==> config.mk <==
export PLATFORM = sky130hd
export DESIGN_NAME = wdog_guard
export DESIGN_NICKNAME = d
export VERILOG_FILES = /design/src/rtl/wdog_pkg.sv /design/src/rtl/wdog_ctl_reg.sv /design/src/rtl/wdog_period_dec.sv /design/src/rtl/wdog_fsm.sv /design/src/rtl/wdog_status.sv /design/src/rtl/wdog_guard.sv
export SDC_FILE = /design/constraint.sdc
export NUM_CORES = 1
export LEC_CHECK = 0
export BUFFER_PORTS_ARGS = -buffer_cell sky130_fd_sc_hd__clkbuf_2
export CAP_MARGIN = 5
export CORE_MARGIN = 4
export CORE_UTILIZATION = 50
export CTS_CLUSTER_DIAMETER = 80
export DETAILED_ROUTE_END_ITERATION = 16
export PLACE_DENSITY = 0.72
export RECOVER_POWER = 100
export SLEW_MARGIN = 20
export SYNTH_ARGS = -nofsm -noshare
export SYNTH_HDL_FRONTEND = slang
export SYNTH_SLANG_ARGS = --single-unit
==> constraint.sdc <==
create_clock -name clk -period 4 [get_ports clk]
set_clock_uncertainty 0.2 [all_clocks]
set_input_delay 0.4 -clock clk [delete_from_list [all_inputs] [get_ports clk]]
set_output_delay 0.4 -clock clk [all_outputs]
set_load 0.02 [all_outputs]
==> src/rtl/wdog_pkg.sv <==
package wdog_pkg;

    localparam int unsigned SEL_W = 3;
    localparam int unsigned CFG_W = SEL_W + 3;

    typedef enum logic [1:0] {
        ST_IDLE  = 2'd0,
        ST_COUNT = 2'd1,
        ST_GRACE = 2'd2,
        ST_FIRE  = 2'd3
    } wd_state_e;

    typedef struct packed {
        logic [SEL_W-1:0] sel;
        logic             rst_en;
        logic             int_en;
        logic             run;
    } wd_cfg_t;

endpackage

==> src/rtl/wdog_ctl_reg.sv <==
module wdog_ctl_reg
    import wdog_pkg::*;
(
    input  logic             clk,
    input  logic             rst_n,
    input  logic             unlock,
    input  logic             we,
    input  logic [CFG_W-1:0] wdata,
    output wd_cfg_t          cfg
);

    logic wr_ok;

    assign wr_ok = we && unlock;

    always_ff @(posedge clk or negedge rst_n) begin
        if (!rst_n) begin
            cfg <= '0;
        end else if (wr_ok) begin
            cfg <= wd_cfg_t'(wdata);
        end
    end

    // a locked write must not alter the register
    assert_locked_write_R9: assert property (@(posedge clk) disable iff (!rst_n)
        (we && !unlock) |=> $stable(cfg));

endmodule

==> src/rtl/wdog_period_dec.sv <==
module wdog_period_dec #(
    parameter int unsigned SEL_W    = 3,
    parameter int unsigned BASE_EXP = 4,
    parameter int unsigned EXP_STEP = 2,
    parameter int unsigned CNT_W    = 18
) (
    input  logic [SEL_W-1:0] sel,
    input  logic [CNT_W-1:0] cnt,
    output logic             at_term
);

    localparam int unsigned NSEL = 1 << SEL_W;

    logic [CNT_W-1:0] term_tab [NSEL];

    generate
        for (genvar g = 0; g < NSEL; g++) begin : g_term
            localparam int unsigned EXP_G = BASE_EXP + EXP_STEP * g;
            assign term_tab[g] = CNT_W'((64'd1 << EXP_G) - 64'd1);
        end
    endgenerate

    assign at_term = (cnt >= term_tab[sel]);

endmodule

==> src/rtl/wdog_fsm.sv <==
module wdog_fsm
    import wdog_pkg::*;
#(
    parameter int unsigned CNT_W       = 18,
    parameter int unsigned GRACE_TICKS = 1026
) (
    input  logic             clk,
    input  logic             rst_n,
    input  logic             tick,
    input  logic             run,
    input  logic             rst_en,
    input  logic             kick,
    input  logic             at_term,
    output logic [CNT_W-1:0] cnt,
    output logic             tmo_evt,
    output logic             bite_evt,
    output logic             sys_rst
);

    localparam int unsigned GR_W = $clog2(GRACE_TICKS);
    localparam logic [GR_W-1:0] GR_LAST = GR_W'(GRACE_TICKS - 1);

    wd_state_e       state_q, state_d;
    logic [GR_W-1:0] gcnt_q;
    logic            cnt_clr;
    logic            g_last;

    assign g_last = (gcnt_q == GR_LAST);

    // state register
    always_ff @(posedge clk or negedge rst_n) begin
        if (!rst_n) begin
            state_q <= ST_IDLE;
        end else begin
            state_q <= state_d;
        end
    end

    // next state and events
    always_comb begin
        state_d  = state_q;
        cnt_clr  = 1'b0;
        tmo_evt  = 1'b0;
        bite_evt = 1'b0;
        unique case (state_q)
            ST_IDLE: begin
                if (run) begin
                    state_d = ST_COUNT;           // start
                    cnt_clr = 1'b1;
                end
            end
            ST_COUNT: begin
                if (!run) begin
                    state_d = ST_IDLE;            // stop
                end else if (kick) begin
                    cnt_clr = 1'b1;               // restart
                end else if (tick && at_term) begin
                    tmo_evt = 1'b1;
                    cnt_clr = 1'b1;
                    state_d = rst_en ? ST_GRACE : ST_COUNT; // expire-arm / expire-wrap
                end
            end
            ST_GRACE: begin
                if (!run) begin
                    state_d = ST_IDLE;            // stop
                end else if (kick) begin
                    state_d = ST_COUNT;           // restart
                    cnt_clr = 1'b1;
                end else if (tick && g_last) begin
                    state_d  = ST_FIRE;           // bite
                    bite_evt = 1'b1;
                end
            end
            ST_FIRE: begin
                if (!run) begin
                    state_d = ST_IDLE;            // stop
                end else begin
                    state_d = ST_COUNT;           // resume
                    cnt_clr = 1'b1;
                end
            end
        endcase
    end

    // counters
    always_ff @(posedge clk or negedge rst_n) begin
        if (!rst_n) begin
            cnt    <= '0;
            gcnt_q <= '0;
        end else begin
            if (cnt_clr) begin
                cnt <= '0;
            end else if (state_q == ST_COUNT && tick) begin
                cnt <= cnt + 1'b1;
            end
            if (state_q != ST_GRACE) begin
                gcnt_q <= '0;
            end else if (tick && !g_last) begin
                gcnt_q <= gcnt_q + 1'b1;
            end
        end
    end

    // outputs
    always_comb begin
        sys_rst = (state_q == ST_FIRE);
    end

    // the reset pulse lasts one cycle
    assert_rst_single_R3: assert property (@(posedge clk) disable iff (!rst_n)
        sys_rst |=> !sys_rst);

    // the reset is only reached through the grace window
    assert_rst_after_grace_R3: assert property (@(posedge clk) disable iff (!rst_n)
        $rose(sys_rst) |-> ($past(state_q) == ST_GRACE));

    // a restart while running clears the count and returns to counting
    assert_kick_restarts_R4: assert property (@(posedge clk) disable iff (!rst_n)
        (run && kick) |=> (state_q == ST_COUNT && cnt == '0));

    // clearing run stops the machine
    assert_stop_idle_R10: assert property (@(posedge clk) disable iff (!rst_n)
        !run |=> (state_q == ST_IDLE && !sys_rst));

    // without reset enable the grace window is never entered
    assert_no_grace_R5: assert property (@(posedge clk) disable iff (!rst_n)
        (tmo_evt && !rst_en) |=> (state_q != ST_GRACE));

endmodule

==> src/rtl/wdog_status.sv <==
module wdog_status (
    input  logic clk,
    input  logic rst_n,
    input  logic tmo_evt,
    input  logic bite_evt,
    input  logic clr_int,
    input  logic clr_wake,
    input  logic clr_cause,
    output logic int_flag,
    output logic wake_flag,
    output logic rst_cause
);

    always_ff @(posedge clk or negedge rst_n) begin
        if (!rst_n) begin
            int_flag  <= 1'b0;
            wake_flag <= 1'b0;
            rst_cause <= 1'b0;
        end else begin
            if (tmo_evt)        int_flag  <= 1'b1;
            else if (clr_int)   int_flag  <= 1'b0;
            if (tmo_evt)        wake_flag <= 1'b1;
            else if (clr_wake)  wake_flag <= 1'b0;
            if (bite_evt)       rst_cause <= 1'b1;
            else if (clr_cause) rst_cause <= 1'b0;
        end
    end

    // flags hold unless their own clear arrives
    assert_int_sticky_R7: assert property (@(posedge clk) disable iff (!rst_n)
        (int_flag && !clr_int) |=> int_flag);

    assert_wake_sticky_R7: assert property (@(posedge clk) disable iff (!rst_n)
        (wake_flag && !clr_wake) |=> wake_flag);

    // the reset cause holds until its own clear
    assert_cause_sticky_R8: assert property (@(posedge clk) disable iff (!rst_n)
        (rst_cause && !clr_cause) |=> rst_cause);

endmodule

==> src/rtl/wdog_guard.sv <==
module wdog_guard
    import wdog_pkg::*;
#(
    parameter int unsigned BASE_EXP    = 4,
    parameter int unsigned EXP_STEP    = 2,
    parameter int unsigned GRACE_TICKS = 1026
) (
    input  logic             clk,
    input  logic             rst_n,
    input  logic             tick,
    input  logic             unlock,
    input  logic             ctl_we,
    input  logic [CFG_W-1:0] ctl_wdata,
    input  logic             kick,
    input  logic             clr_int,
    input  logic             clr_wake,
    input  logic             clr_cause,
    output logic [CFG_W-1:0] ctl_rdata,
    output logic             int_flag,
    output logic             wake_flag,
    output logic             irq,
    output logic             sys_rst,
    output logic             rst_cause
);

    localparam int unsigned CNT_W = BASE_EXP + EXP_STEP * ((1 << SEL_W) - 1);

    wd_cfg_t          cfg;
    logic [CNT_W-1:0] cnt;
    logic             at_term;
    logic             tmo_evt;
    logic             bite_evt;

    wdog_ctl_reg u_ctl (
        .clk   (clk),
        .rst_n (rst_n),
        .unlock(unlock),
        .we    (ctl_we),
        .wdata (ctl_wdata),
        .cfg   (cfg)
    );

    wdog_period_dec #(
        .SEL_W   (SEL_W),
        .BASE_EXP(BASE_EXP),
        .EXP_STEP(EXP_STEP),
        .CNT_W   (CNT_W)
    ) u_dec (
        .sel    (cfg.sel),
        .cnt    (cnt),
        .at_term(at_term)
    );

    wdog_fsm #(
        .CNT_W      (CNT_W),
        .GRACE_TICKS(GRACE_TICKS)
    ) u_fsm (
        .clk     (clk),
        .rst_n   (rst_n),
        .tick    (tick),
        .run     (cfg.run),
        .rst_en  (cfg.rst_en),
        .kick    (kick),
        .at_term (at_term),
        .cnt     (cnt),
        .tmo_evt (tmo_evt),
        .bite_evt(bite_evt),
        .sys_rst (sys_rst)
    );

    wdog_status u_stat (
        .clk      (clk),
        .rst_n    (rst_n),
        .tmo_evt  (tmo_evt),
        .bite_evt (bite_evt),
        .clr_int  (clr_int),
        .clr_wake (clr_wake),
        .clr_cause(clr_cause),
        .int_flag (int_flag),
        .wake_flag(wake_flag),
        .rst_cause(rst_cause)
    );

    assign ctl_rdata = CFG_W'(cfg);
    assign irq       = int_flag && cfg.int_en;

    // the cause flag accompanies every reset pulse
    assert_cause_with_rst_R8: assert property (@(posedge clk) disable iff (!rst_n)
        sys_rst |-> rst_cause);

    // interrupt request only with the enable set
    assert_irq_gated_R6: assert property (@(posedge clk) disable iff (!rst_n)
        irq |-> (int_flag && cfg.int_en));

endmodule

Word level (Yosys, flattened, before mapping) --
Memories as Yosys holds them, arrays and structs flattened. Cells that the tools add are included.
Operators by class: $add $sub $neg 2, magnitude comparators 2, eq/ne operators 9, mux-type cells 36, bitwise logic cells 1, reductions and logical operators 15
Operators with widths (number):
- $mux 18 | 4
- $mux 11 | 2
- $mux 1 | 20
- $add 18x1->18 const B | 1
- $ge 18x18->1 | 1
- $mux 2 | 8
- $add 11x1->11 const B | 1
- $eq 11x11->1 const B | 1
- $reduce_bool 2->1 | 5
- $pmux 2 s4 | 1
- $logic_and 1x1->1 | 6
- $eq 2x2->1 const B | 2
- $ge 4x4->1 const B | 1
- $ne 2x2->1 const B | 2
- $ne 4x3->1 const B | 1
- $not 3->4 | 1
- $reduce_and 4->1 | 1
- $ne 3x2->1 const B | 1
- $ne 3x3->1 const B | 1
- $pmux 1 s3 | 1
- $eq 2x1->1 const B | 1
- $logic_not 2->1 | 1
- $reduce_or 2->1 | 1
- $logic_not 1->1 | 1
Word-level totals: register bits after elaboration 40, ROM bits 144, memories 1
Memory list:
- (name not given) | words 8, width 18, read ports 1, clocked after memory_dff 0, wr ports 0, RTL line wdog_period_dec.sv:23 | assign at_term = (cnt >= term_tab[sel]);

Longest topological paths before layout --
Gate-level depths: netlist (run 1).
depth in word-level cells 11, depth in mapped cells 11, depth with buffers taken out 8

Cells and area by module --
Synthesis (run 1) repeated with hierarchy kept, for this count alone.
Second synthesis, totals: cells, all modules 254, area total of the unflattened synthesis 2506.2 µm²
By module, submodules not included:
- wdog_fsm | instances 1, cells an instance 189, area each 1806.7 µm², seq. area each 775.7 µm²
- wdog_period_dec | instances 1, cells an instance 42, area each 332.8 µm², seq. area each 0.0 µm²
- wdog_ctl_reg | instances 1, cells an instance 13, area each 251.5 µm², seq. area each 150.1 µm²
- wdog_status | instances 1, cells an instance 9, area each 108.9 µm², seq. area each 75.1 µm²
- wdog_guard | instances 1, cells an instance 1, area each 6.3 µm², seq. area each 0.0 µm²

Least setup slack after synthesis (run 1) --
Ideal clock, no wire load.
path type flip-flop to flip-flop, start point register, netlist name u_ctl.cfg[4], end point register u_fsm.cnt[1], arrival 2.160 ns, required time 3.728 ns, setup slack 1.568 ns, cell stages (with the launch flop) 11, period minus slack after synthesis 2.432 ns, cells stage by stage dfrtp_1 -> o21ai_0 -> ha_1 -> a21oi_1 -> o21ai_0 -> a221oi_1 -> o31ai_2 -> a22o_1 -> buf_6 -> buf_12 -> nor2_1
On the way: longest elaborated chain between the ends 11
RTL lines:
- $not 3->4 (not written as such) (*) | RTL line wdog_period_dec.sv:23
- $mem_v2 8x18 (*)
- $mux 18 (not written as such) (*) (2 in series) | RTL line wdog_period_dec.sv:23
- $ge 18x18->1 (*) | RTL line wdog_period_dec.sv:23
- $logic_and 1x1->1 (*) | RTL line wdog_fsm.sv:57 | end else if (tick && at_term) begin
- $mux 1 (*) | RTL line wdog_fsm.sv:57
- $mux 1 (*) | RTL line wdog_fsm.sv:55 | end else if (kick) begin
- $mux 1 (*) | RTL line wdog_fsm.sv:53 | if (!run) begin
- $pmux 1 s3 (*) | RTL line wdog_fsm.sv:45 | unique case (state_q)
- $mux 18 / $reduce_bool 2->1 (equally long branches)
- end signal: assignment | RTL line wdog_fsm.sv:94 | cnt <= cnt + 1'b1;
- end: declaration | RTL line wdog_fsm.sv:14 | output logic [CNT_W-1:0] cnt,
Every way passes the cells marked *; elsewhere a longest branch is shown, timed or not. The select of a mux whose other input is x is not followed. A chain may end at the register's enable or synchronous reset.

Worst setup path in the final report (run 1) --
start point register, netlist name u_ctl.cfg[5], end point register u_fsm.cnt[13]
On the way: longest elaborated chain between the ends 11
RTL lines (RTL line):
- $not 3->4 (not written as such) (*) | wdog_period_dec.sv:23
- $mem_v2 8x18 (*)
- $mux 18 (not written as such) (*) (2 in series) | wdog_period_dec.sv:23
- $ge 18x18->1 (*) | wdog_period_dec.sv:23
- $logic_and 1x1->1 (*) | wdog_fsm.sv:57
- $mux 1 (*) | wdog_fsm.sv:57
- $mux 1 (*) | wdog_fsm.sv:55
- $mux 1 (*) | wdog_fsm.sv:53
- $pmux 1 s3 (*) | wdog_fsm.sv:45
- $mux 18 / $reduce_bool 2->1 (equally long branches)
Marked as above.

==> out/qor.csv, run 1 <==
stage,metric,value,unit
cts,cts_buffer_depth,2,
cts,root_buffer,clkbuf_8,
drt,dr.pass1.iters,4,
pwr,power_density,394,nW/µm²
worst_setup_path,critPathMaxFanout,18,
placement,hpwlAfterDp,3.01,mm
layout,final_cell_mix,"40 x dfrtp_1, 27 x nor2_1, 26 x nand2_1, 16 x ha_1, 13 x clkbuf_2",
placement,gp_congestion,0.804,
sta,layout_min_cycle_time,2.80,ns
cts,clkSinkCount,40,
layout,antenna_cells,0,
worst_setup_path,ff2ff_setup_slack,1.20,ns
worst_setup_path,worst_ep_required_time,3.95,ns
floorplanning,io_pins,26,
layout,finalNonFillerCells,314,
drt,vias,1662,
sta,finalCritPeriodShare,69.9,%
synthesis,ys_async_sr_fraction,100,%
drt,finalWirelength,4.11,mm
drt,vias_per_cell,5.29,
cts,cts_tree,yes,
sta,finalHoldViolations,0,
floorplanning,start_util,52.8,%
drt,first_iter_violations,44,
synthesis,syn_inst,237,
sta,rsz0062_at_grt,no,
floorplanning,die_h,76.5,µm
worst_setup_path,worstPathArrival,2.74,ns
layout,final_layout_size_suffix_gt1_share,12.2,%
cts,cts_hold_buf,0,
global_route,overflow,0,
floorplanning,die_area,5850,µm²
layout,final_nets,293,
worst_setup_path,crit_type,reg -> reg,
global_route,grt_start_max_net_pins,41,
global_route,grt_usage,15.5,%
cts,htreeDepth,2,
pwr,irDropWorstVdd,0.292,mV
placement,port_buffers,25,
synthesis,synth.distinct_cells,48,
synthesis,ys_warn_count,0,
hold_path,hold_path_class,in -> reg,
global_route,antenna_found_initial,0,
sta,max_slew_margin,-39.6,%
synthesis,ys.flop_type,dfrtp_1,
layout,layout_commonest_cell,dfrtp_1,
placement,dp_cells,307,
pwr,power.total,0.00100,W
worst_setup_path,critPathLaunchType,flop,
cts,insertion_delay,0.29,ns
synthesis,synth-seq-cells,40,
sta,tightest_slew,2.09,ns
synthesis,avgSynthCellArea,9.90,µm²
drt,drc,0,
run_status,violations,"capacitance limit, slew limit",
cts,cts_resized,0,
cts,clk_pin_slew,0.07,ns
floorplanning,rows,24,
sta,clock.fmax,357,MHz
global_route,grt_pass1_wl,7.35,mm
synthesis,yosysSeqAreaShare,42.7,%
cts,numCtsBuffers,5,
run_status,status,"finished, violations left",
run,cap_violations,1,
drt,postRouteAntennaNets,0,
synthesis,syn-num-nets,268,
pwr,p_leak,1.14,nW
sta,fin_setup_tns,0,ns
drt,wl_per_cell,13.1,µm
layout,area_growth,8.11,%
floorplanning,core_area,4440,µm²
synthesis,synth_area,2350,µm²
layout,final_core_util,57.1,%
sta,final_max_slew_viol_count,41,
global_route,grt_pass1_vias,1666,
floorplanning,die_w,76.5,µm
sta,setup_viol,0,
worst_setup_path,end_kind,flop,
cts,cts_setup_buffers,0,
synthesis,synth_edf_count,0,
where the power goes:
group	internal [W]	total [W]	switching (W)
registers	0.000435	0.000472	0.0000371
logic	0.0000941	0.000244	0.000150
clock network	0.000154	0.000284	0.000130
total	0.000683	0.00100	0.000317
critical path, cell delays in order (launching register included):
cell and delay [ns]:
dfrtp_1 0.50, o21ai_0 0.22, ha_1 0.34, nand2_1 0.06, nor2_1 0.09, nand2_1 0.05, o31ai_1 0.43, a22o_1 0.63
nor2_1 0.12
sequential cells by signal, indices dropped and copies added (netlist names):
register and cells:
u_ctl.cfg 6, u_fsm.cnt 18, u_fsm.gcnt_q 11, u_fsm.state_q 2, u_stat.int_flag 1, u_stat.rst_cause 1, u_stat.wake_flag 1
worst paths after layout:
path	cells after the start	to	from
max	8	u_fsm.cnt[13]$_DFFE_PN0P_	u_ctl.cfg[5]$_DFFE_PN0P_
min reg2reg	2	u_stat.wake_flag$_DFFE_PN0P_	u_stat.wake_flag$_DFFE_PN0P_
max reg2reg	8	u_fsm.cnt[13]$_DFFE_PN0P_	u_ctl.cfg[5]$_DFFE_PN0P_
min	2	u_stat.rst_cause$_DFFE_PN0P_	clr_cause
max in group asynchronous	1	u_fsm.cnt[14]$_DFFE_PN0P_	rst_n
min in group asynchronous	1	u_fsm.cnt[15]$_DFFE_PN0P_	rst_n
synthesized netlist by cell type (2+ instances only):
master / n / area (µm²)
mux2_2: 6 / 67.6
nor2_1: 27 / 101
o21ai_0: 9 / 45.0
and3_1: 3 / 18.8
ha_1: 16 / 200
buf_4: 2 / 15.0
nand4_1: 7 / 43.8
inv_1: 11 / 41.3
nand2b_1: 2 / 12.5
mux2i_1: 3 / 30.0
or3_1: 4 / 25.0
nor2b_1: 2 / 12.5
and2_1: 8 / 50.1
nor3_1: 3 / 15.0
xnor2_1: 12 / 105
nand3_1: 6 / 30.0
buf_6: 2 / 22.5
xor2_1: 12 / 105
nand2_1: 26 / 97.6
a21oi_1: 7 / 35.0
a21boi_0: 2 / 15.0
dfrtp_1: 40 / 1000
or2_2: 2 / 12.5
routing by layer:
layer | routed length (µm) | track usage (%)
met5 | 0 | 0
met4 | 66 | 5.98
met2 | 1870 | 25.6
met1 | 2050 | 19.2
met3 | 133 | 4.37
cell families after synthesis:
| family | share of synthesized area (%) |
|---|---|
| adders and majority gates | 8.53 |
| DFF | 42.7 |
| muxes | 4.16 |
| xor gates and xnor gates | 8.96 |
| AOI/OAI and AO/OA | 9.55 |
| and+or+nand+nor | 21.6 |
| buffers and inverters | 4.53 |
stage by stage:
stage / cell area [µm²] / hold WS (ns) / worst slack [ns]
after floorplan: 2350 / -0.0956 / 1.57
final: 2540 / 0.0907 / 1.20
after global routing: 2540 / 0.0931 / 0.924
after detailed placement: 2470 / 0.326 / 1.27
after CTS: 2570 / 0.0828 / 1.27
after global placement: 2470 / 0.314 / 1.34
cell type report:
class | instances | area, µm²
Timing Repair Buffer | 25 | 110
Tap cell | 52 | 65.1
Multi-Input combinational cell | 179 | 1220
Sequential cell | 40 | 1000
Clock buffer | 7 | 96.3
Fill cell | 394 | 1910
Inverter | 11 | 41.3
No activity file was read; power rests on OpenSTA's default activity.
==> inputs of run 2 (changes only) <==
- PLACE_DENSITY: 0.72 -> 0.74
- clock period: 4 -> 2.4 ns (I/O delays scaled with it)
==> out/qor.csv, run 2 (same netlist as run 1, synthesis figures left out) <==
stage,metric,value,unit,change
global_route,use_met1,22.5,%,was 19.2%
layout,final_nets,314,,was 293
drt,finalWirelength,4.83,mm,was 4.11 mm
floorplanning,start_util,52.8,%,unchanged
sta,rsz0062_at_grt,yes,,was no
cts,insertion_delay,0.29,ns,about the same
global_route,grt_pass1_wl,8.11,mm,was 7.35 mm
global_route,grt_usage,16.8,%,was 15.5%
worst_setup_path,worstRegToRegCells,8,,unchanged
cts,clk_pin_slew,0.08,ns,was 0.07 ns
drt,vias_per_cell,5.48,,was 5.29
sta,final_max_slew_viol_count,0,,was 41
worst_setup_path,worstPathArrival,2.41,ns,was 2.74 ns
sta,clock.fmax,419,MHz,was 357 MHz
global_route,grtUsageMet3,4.14,%,was 4.37%
global_route,grt.busiest_layer,met2,,unchanged
drt,postRouteAntennaNets,0,,unchanged
layout,reg_top3,"u_fsm.cnt x18, u_fsm.gcnt_q x11, u_ctl.cfg x6",,unchanged
global_route,grt_pass1_vias,1742,,"was 1,666"
hold_path,worstHoldPathCells,2,,unchanged
placement,place_ws,0.0325,ns,was 1.27 ns
cts,cts_buffer_depth,2,,unchanged
floorplanning,io_pins,26,,unchanged
hold_path,hold_path_class,in -> reg,,unchanged
layout,finalInstanceArea,2860,µm²,was 2540 µm²
layout,fillerInstances,351,,was 394
layout,final_layout_size_suffix_gt1_share,26.4,%,was 12.2%
placement,gp_congestion,0.795,,was 0.804
drt,drc,0,,unchanged
layout,layout_commonest_cell,dfrtp_1,,unchanged
global_route,grt_use_met2,27.2,%,was 25.6%
run,cap_violations,0,,was 1
sta,tightest_slew,0.987,ns,was 2.09 ns
drt,vias,1841,,"was 1,662"
global_route,grt_start_max_net_pins,41,,unchanged
drt,first_iter_violations,78,,was 44
sta,max_slew_margin,34.2,%,was -39.6%
pwr,irDropWorstVdd,0.426,mV,was 0.292 mV
worst_setup_path,critPathLaunchType,flop,,unchanged
sta,layout_min_cycle_time,2.39,ns,was 2.80 ns
global_route,overflow,0,,unchanged
worst_setup_path,crit_type,reg -> reg,,unchanged
layout,area_growth,21.8,%,was 8.11%
cts,root_buffer,clkbuf_8,,unchanged
sta,setup_viol,0,,unchanged
pwr,power_density,635,nW/µm²,was 394 nW/µm²
drt,wl_per_cell,14.4,µm,was 13.1 µm
cts,cts_tree,yes,,unchanged
layout,largest_register_ffs,18,,unchanged
sta,finalHoldViolations,0,,unchanged
layout,final_cell_mix,"38 x dfrtp_1, 26 x nand2_1, 26 x clkbuf_2, 22 x nor2_1, 15 x ha_1",,"was 40 x dfrtp_1, 27 x nor2_1, 26 x nand2_1, 16 x ha_1, 13 x clkbuf_2"
run_status,status,"finished, final reports clean",,"was finished, violations left"
layout,antenna_cells,0,,unchanged
drt,dr.pass1.iters,4,,unchanged
worst_setup_path,end_kind,flop,,unchanged
pwr,p_leak,1.32,nW,was 1.14 nW
placement,port_buffers,25,,unchanged
placement,hpwlAfterDp,3.20,mm,was 3.01 mm
cts,clkSinkCount,40,,unchanged
global_route,antenna_found_initial,0,,unchanged
floorplanning,die_area,5850,µm²,unchanged
floorplanning,core_area,4440,µm²,unchanged
pwr,power.total,0.00181,W,was 0.00100 W
worst_setup_path,critPathMaxFanout,5,,was 18
floorplanning,die_h,76.5,µm,unchanged
cts,htreeDepth,2,,unchanged
layout,registers.top_by_ff_count,u_fsm.cnt,,unchanged
placement,place_area,2550,µm²,was 2470 µm²
sta,finalCritPeriodShare,99.5,%,was 69.9%
floorplanning,rows,24,,unchanged
worst_setup_path,worst_ep_required_time,2.42,ns,was 3.95 ns
cts,numCtsBuffers,5,,unchanged
sta,setup_ws,0.0117,ns,was 1.20 ns
floorplanning,die_w,76.5,µm,unchanged
-- run 2: cell count changes in the layout (fill, tap and decap cells not counted), moves of 3 or more --
| cell | change |
|---|---|
| nor2_1 | -5 |
| clkbuf_2 | +13 |
| nor2_2 | +5 |
| and2_1 | +5 |
| o21ai_0 | -3 |
| clkbuf_1 | -11 |
| and2_0 | -5 |
| buf_4 | +6 |
| dlygate4sd3_1 | +9 |
-- run 2: per-layer routing --
metal | vias up | wire [µm]
met2 | 41 | 2310
met3 | 8 | 201
met4 | 0 | 73
met5 | - | 0
li1 | 908 | -
met1 | 884 | 2250
-- run 2: worst max-delay path, stage by stage (launching register included) --
cell and delay, ns:
dfrtp_2 0.41, nand3_1 0.16, ha_1 0.34, and4_1 0.21, a221oi_2 0.30, o31ai_4 0.15
a22o_4 0.28, clkbuf_16 0.16, nor2_1 0.11
-- run 2: timing repair --
item                                    CTS  global route
hold buffers                              9             0
gates cloned                              0             2
gates resized for setup                   1            19
pin swaps                                 0             7
endpoints found under the hold margin    48             0
endpoints found under the setup margin    1            20
buffers inserted                          0             2
-- run 2: report_power, final --
part / switching, W / internal [W] / total, W
combinational: 0.000306 / 0.000257 / 0.000563
clock: 0.000231 / 0.000229 / 0.000461
sequential: 0.0000638 / 0.000726 / 0.000790
-- run 2: metrics by stage --
step | util [%] | TNS, ns | cells | hold slack (ns)
after floorplan | - | 0 | 237 | -0.256
after global placement | 57.3 | 0 | 315 | 0.130
after detailed placement | 57.3 | 0 | 315 | 0.131
after CTS | 61.5 | 0 | 332 | 0.000199
after global routing | 64.3 | -0.890 | 336 | 0.0122
final | 64.3 | 0 | 336 | 0.0000767
-- run 2: final cells by class --
class / instances / area (µm²) / area share, %
Timing Repair Buffer: 46 / 337 / 11.8
Tap cell: 52 / 65.1 / 2.28
Inverter: 11 / 41.3 / 1.44
Multi-Input combinational cell: 179 / 1320 / 46.1
Clock inverter: 2 / 10.0 / 0.350
Sequential cell: 40 / 1000 / 35.1
Clock buffer: 6 / 82.6 / 2.89
-- run 2: path summary, 6_finish.rpt --
kind | from | to | slack, ns
min in group asynchronous | rst_n | u_fsm.cnt[15]$_DFFE_PN0P_ | 0.53
setup / recovery | u_ctl.cfg[5]$_DFFE_PN0P_ | u_fsm.cnt[8]$_DFFE_PN0P_ | 0.01
max in group asynchronous | rst_n | u_ctl.cfg[4]$_DFFE_PN0P_ | 0.80
setup reg to reg | u_ctl.cfg[5]$_DFFE_PN0P_ | u_fsm.cnt[8]$_DFFE_PN0P_ | 0.01
hold / removal | ctl_wdata[4] | u_ctl.cfg[4]$_DFFE_PN0P_ | 0.00008
hold reg to reg | u_stat.rst_cause$_DFFE_PN0P_ | u_stat.rst_cause$_DFFE_PN0P_ | 0.34
==> inputs of run 3 (changes only) <==
- ABC_AREA: not set -> 0
- CORE_UTILIZATION: 50 -> 53
- PLACE_DENSITY: 0.74 -> 0.78
==> out/qor.csv, run 3 (same netlist as run 1, synthesis figures left out) <==
stage,metric,value,unit,change
sta,max_slew_margin,43.4,%,was 34.2%
sta,layout_min_cycle_time,2.39,ns,about the same
sta,setup_ws,0.00786,ns,was 0.0117 ns
layout,finalNonFillerCells,333,,was 336
cts,clk_pin_slew,0.08,ns,about the same
sta,tightest_slew,0.849,ns,was 0.987 ns
floorplanning,die_area,5550,µm²,was 5850 µm²
sta,clock.fmax,418,MHz,was 419 MHz
sta,rsz0062_at_grt,yes,,unchanged
worst_setup_path,critPathLaunchType,flop,,unchanged
floorplanning,start_util,56.6,%,was 52.8%
placement,place_ws,0.0193,ns,was 0.0325 ns
floorplanning,io_pins,26,,unchanged
floorplanning,core_area,4140,µm²,was 4440 µm²
layout,register_area,1000,µm²,unchanged
cts,insertion_delay,0.30,ns,was 0.29 ns
sta,fin_hold_ws,0.121,ns,was 0.0000767 ns
cts,clkSinkCount,40,,unchanged
global_route,antenna_found_initial,0,,unchanged
drt,dr.pass1.iters,4,,unchanged
placement,dp_cells,313,,was 315
layout,largest_register_ffs,18,,unchanged
worst_setup_path,worst_ep_required_time,2.42,ns,about the same
placement,port_buffers,25,,unchanged
floorplanning,die_w,74.5,µm,was 76.5 µm
drt,vias_per_cell,5.57,,was 5.48
layout,registers.top_by_ff_count,u_fsm.cnt,,unchanged
cts,root_buffer,clkbuf_8,,unchanged
global_route,grt_pass1_vias,1811,,"was 1,742"
worst_setup_path,ff2ff_setup_slack,0.008,ns,was 0.01 ns
worst_setup_path,critPathMaxFanout,9,,was 5
cts,cts_tree,yes,,unchanged
global_route,grt_start_max_net_pins,34,,was 41
worst_setup_path,end_kind,flop,,unchanged
layout,fillerInstances,305,,was 351
placement,gp_congestion,0.803,,was 0.795
worst_setup_path,worstPathArrival,2.42,ns,was 2.41 ns
layout,final_cell_mix,"38 x dfrtp_1, 25 x nand2_1, 25 x clkbuf_2, 16 x nor2_1, 14 x ha_1",,"was 38 x dfrtp_1, 26 x nand2_1, 26 x clkbuf_2, 22 x nor2_1, 15 x ha_1"
layout,antenna_cells,0,,unchanged
pwr,power_density,626,nW/µm²,was 635 nW/µm²
drt,first_iter_violations,95,,was 78
global_route,grt_pass1_wl,7.84,mm,was 8.11 mm
pwr,irDropWorstVdd,0.426,mV,about the same
sta,finalCritPeriodShare,99.7,%,was 99.5%
drt,finalWirelength,5.00,mm,was 4.83 mm
cts,cts_buffer_depth,2,,unchanged
run_status,status,"finished, final reports clean",,unchanged
global_route,grt_usage,18.3,%,was 16.8%
drt,vias,1855,,"was 1,841"
drt,drc,0,,unchanged
run,cap_violations,0,,unchanged
global_route,overflow,0,,unchanged
drt,wl_per_cell,15.0,µm,was 14.4 µm
pwr,power.total,0.00182,W,was 0.00181 W
layout,finalInstanceArea,2910,µm²,was 2860 µm²
floorplanning,die_h,74.5,µm,was 76.5 µm
layout,final_nets,314,,unchanged
layout,final_layout_size_suffix_gt1_share,29.3,%,was 26.4%
floorplanning,rows,23,,was 24
hold_path,hold_path_class,in -> reg,,unchanged
sta,finalHoldViolations,0,,unchanged
cts,htreeDepth,2,,unchanged
drt,postRouteAntennaNets,0,,unchanged
layout,area_growth,24.2,%,was 21.8%
worst_setup_path,crit_type,reg -> reg,,unchanged
layout,reg_top3,"u_fsm.cnt x18, u_fsm.gcnt_q x11, u_ctl.cfg x6",,unchanged
cts,numCtsBuffers,5,,unchanged
sta,setup_viol,0,,unchanged
layout,multiInputGateArea,1390,µm²,was 1320 µm²
pwr,p_leak,1.31,nW,was 1.32 nW
placement,place_area,2540,µm²,was 2550 µm²
sta,final_max_slew_viol_count,0,,unchanged
placement,hpwlAfterDp,3.21,mm,was 3.20 mm
layout,layout_commonest_cell,dfrtp_1,,unchanged
==> run 3: changes by cell type in the layout (fill, tap and decap cells not counted), sizes merged <==
cell | previous run | this run
dlygate4sd3 | 9 | 10
clkinv | 2 | 0
==> run 3: layout make-up <==
type,instances,share of cell area (%)
Tap cell,50,2.15
Timing Repair Buffer,46,11.7
Inverter,11,1.42
Multi-Input combinational cell,179,47.6
Sequential cell,40,34.5
Clock buffer,7,2.62
==> run 3: critical path, stage by stage (launching register included) <==
cell	delay, ns
dfrtp_2	0.46
o21ai_4	0.20
ha_4	0.23
a21oi_2	0.15
o21ai_2	0.08
a221oi_2	0.30
o31ai_4	0.15
a22o_4	0.28
buf_12	0.15
nor2_1	0.11
==> run 3: worst paths after layout <==
kind	startpoint	end	depth (start not counted)
worst min register to register	u_ctl.cfg[1]$_DFFE_PN0P_	u_ctl.cfg[1]$_DFFE_PN0P_	1
worst min-delay path	kick	u_stat.int_flag$_DFFE_PN0P_	3
min in group asynchronous	rst_n	u_ctl.cfg[3]$_DFFE_PN0P_	2
worst max register to register	u_ctl.cfg[4]$_DFFE_PN0P_	u_fsm.cnt[14]$_DFFE_PN0P_	9
max in group asynchronous	rst_n	u_fsm.gcnt_q[10]$_DFFE_PN0P_	3
worst max-delay path	u_ctl.cfg[4]$_DFFE_PN0P_	u_fsm.cnt[14]$_DFFE_PN0P_	9
==> run 3: through the flow <==
stage	util, %	TNS [ns]
6_report	70.3	0
3_3_place_gp	61.4	0
5_1_grt	70.3	-0.391
4_1_cts	65.6	0
3_5_place_dp	61.4	0
2_1_floorplan	-	0
==> run 3: what timing repair did <==
item                       in CTS  in global routing
resized for setup               0                 35
hold buffers                   10                  0
buffers inserted                0                  1
hold endpoints to repair       41                  0
setup endpoints to repair       0                 20
==> run 3: routing by layer <==
layer  track usage (%)  up-vias  part of all wire (%)
met5                 0        -                     0
met4              6.52        0                   1.7
met3              5.00       12                   5.2
met2              30.0       59                    50
met1              23.4      879                    43
li1                  -      905                     -
==> run 3: power breakdown <==
group	switching (W)	internal, W
registers	0.0000650	0.000726
clock network	0.000228	0.000200
logic	0.000337	0.000266
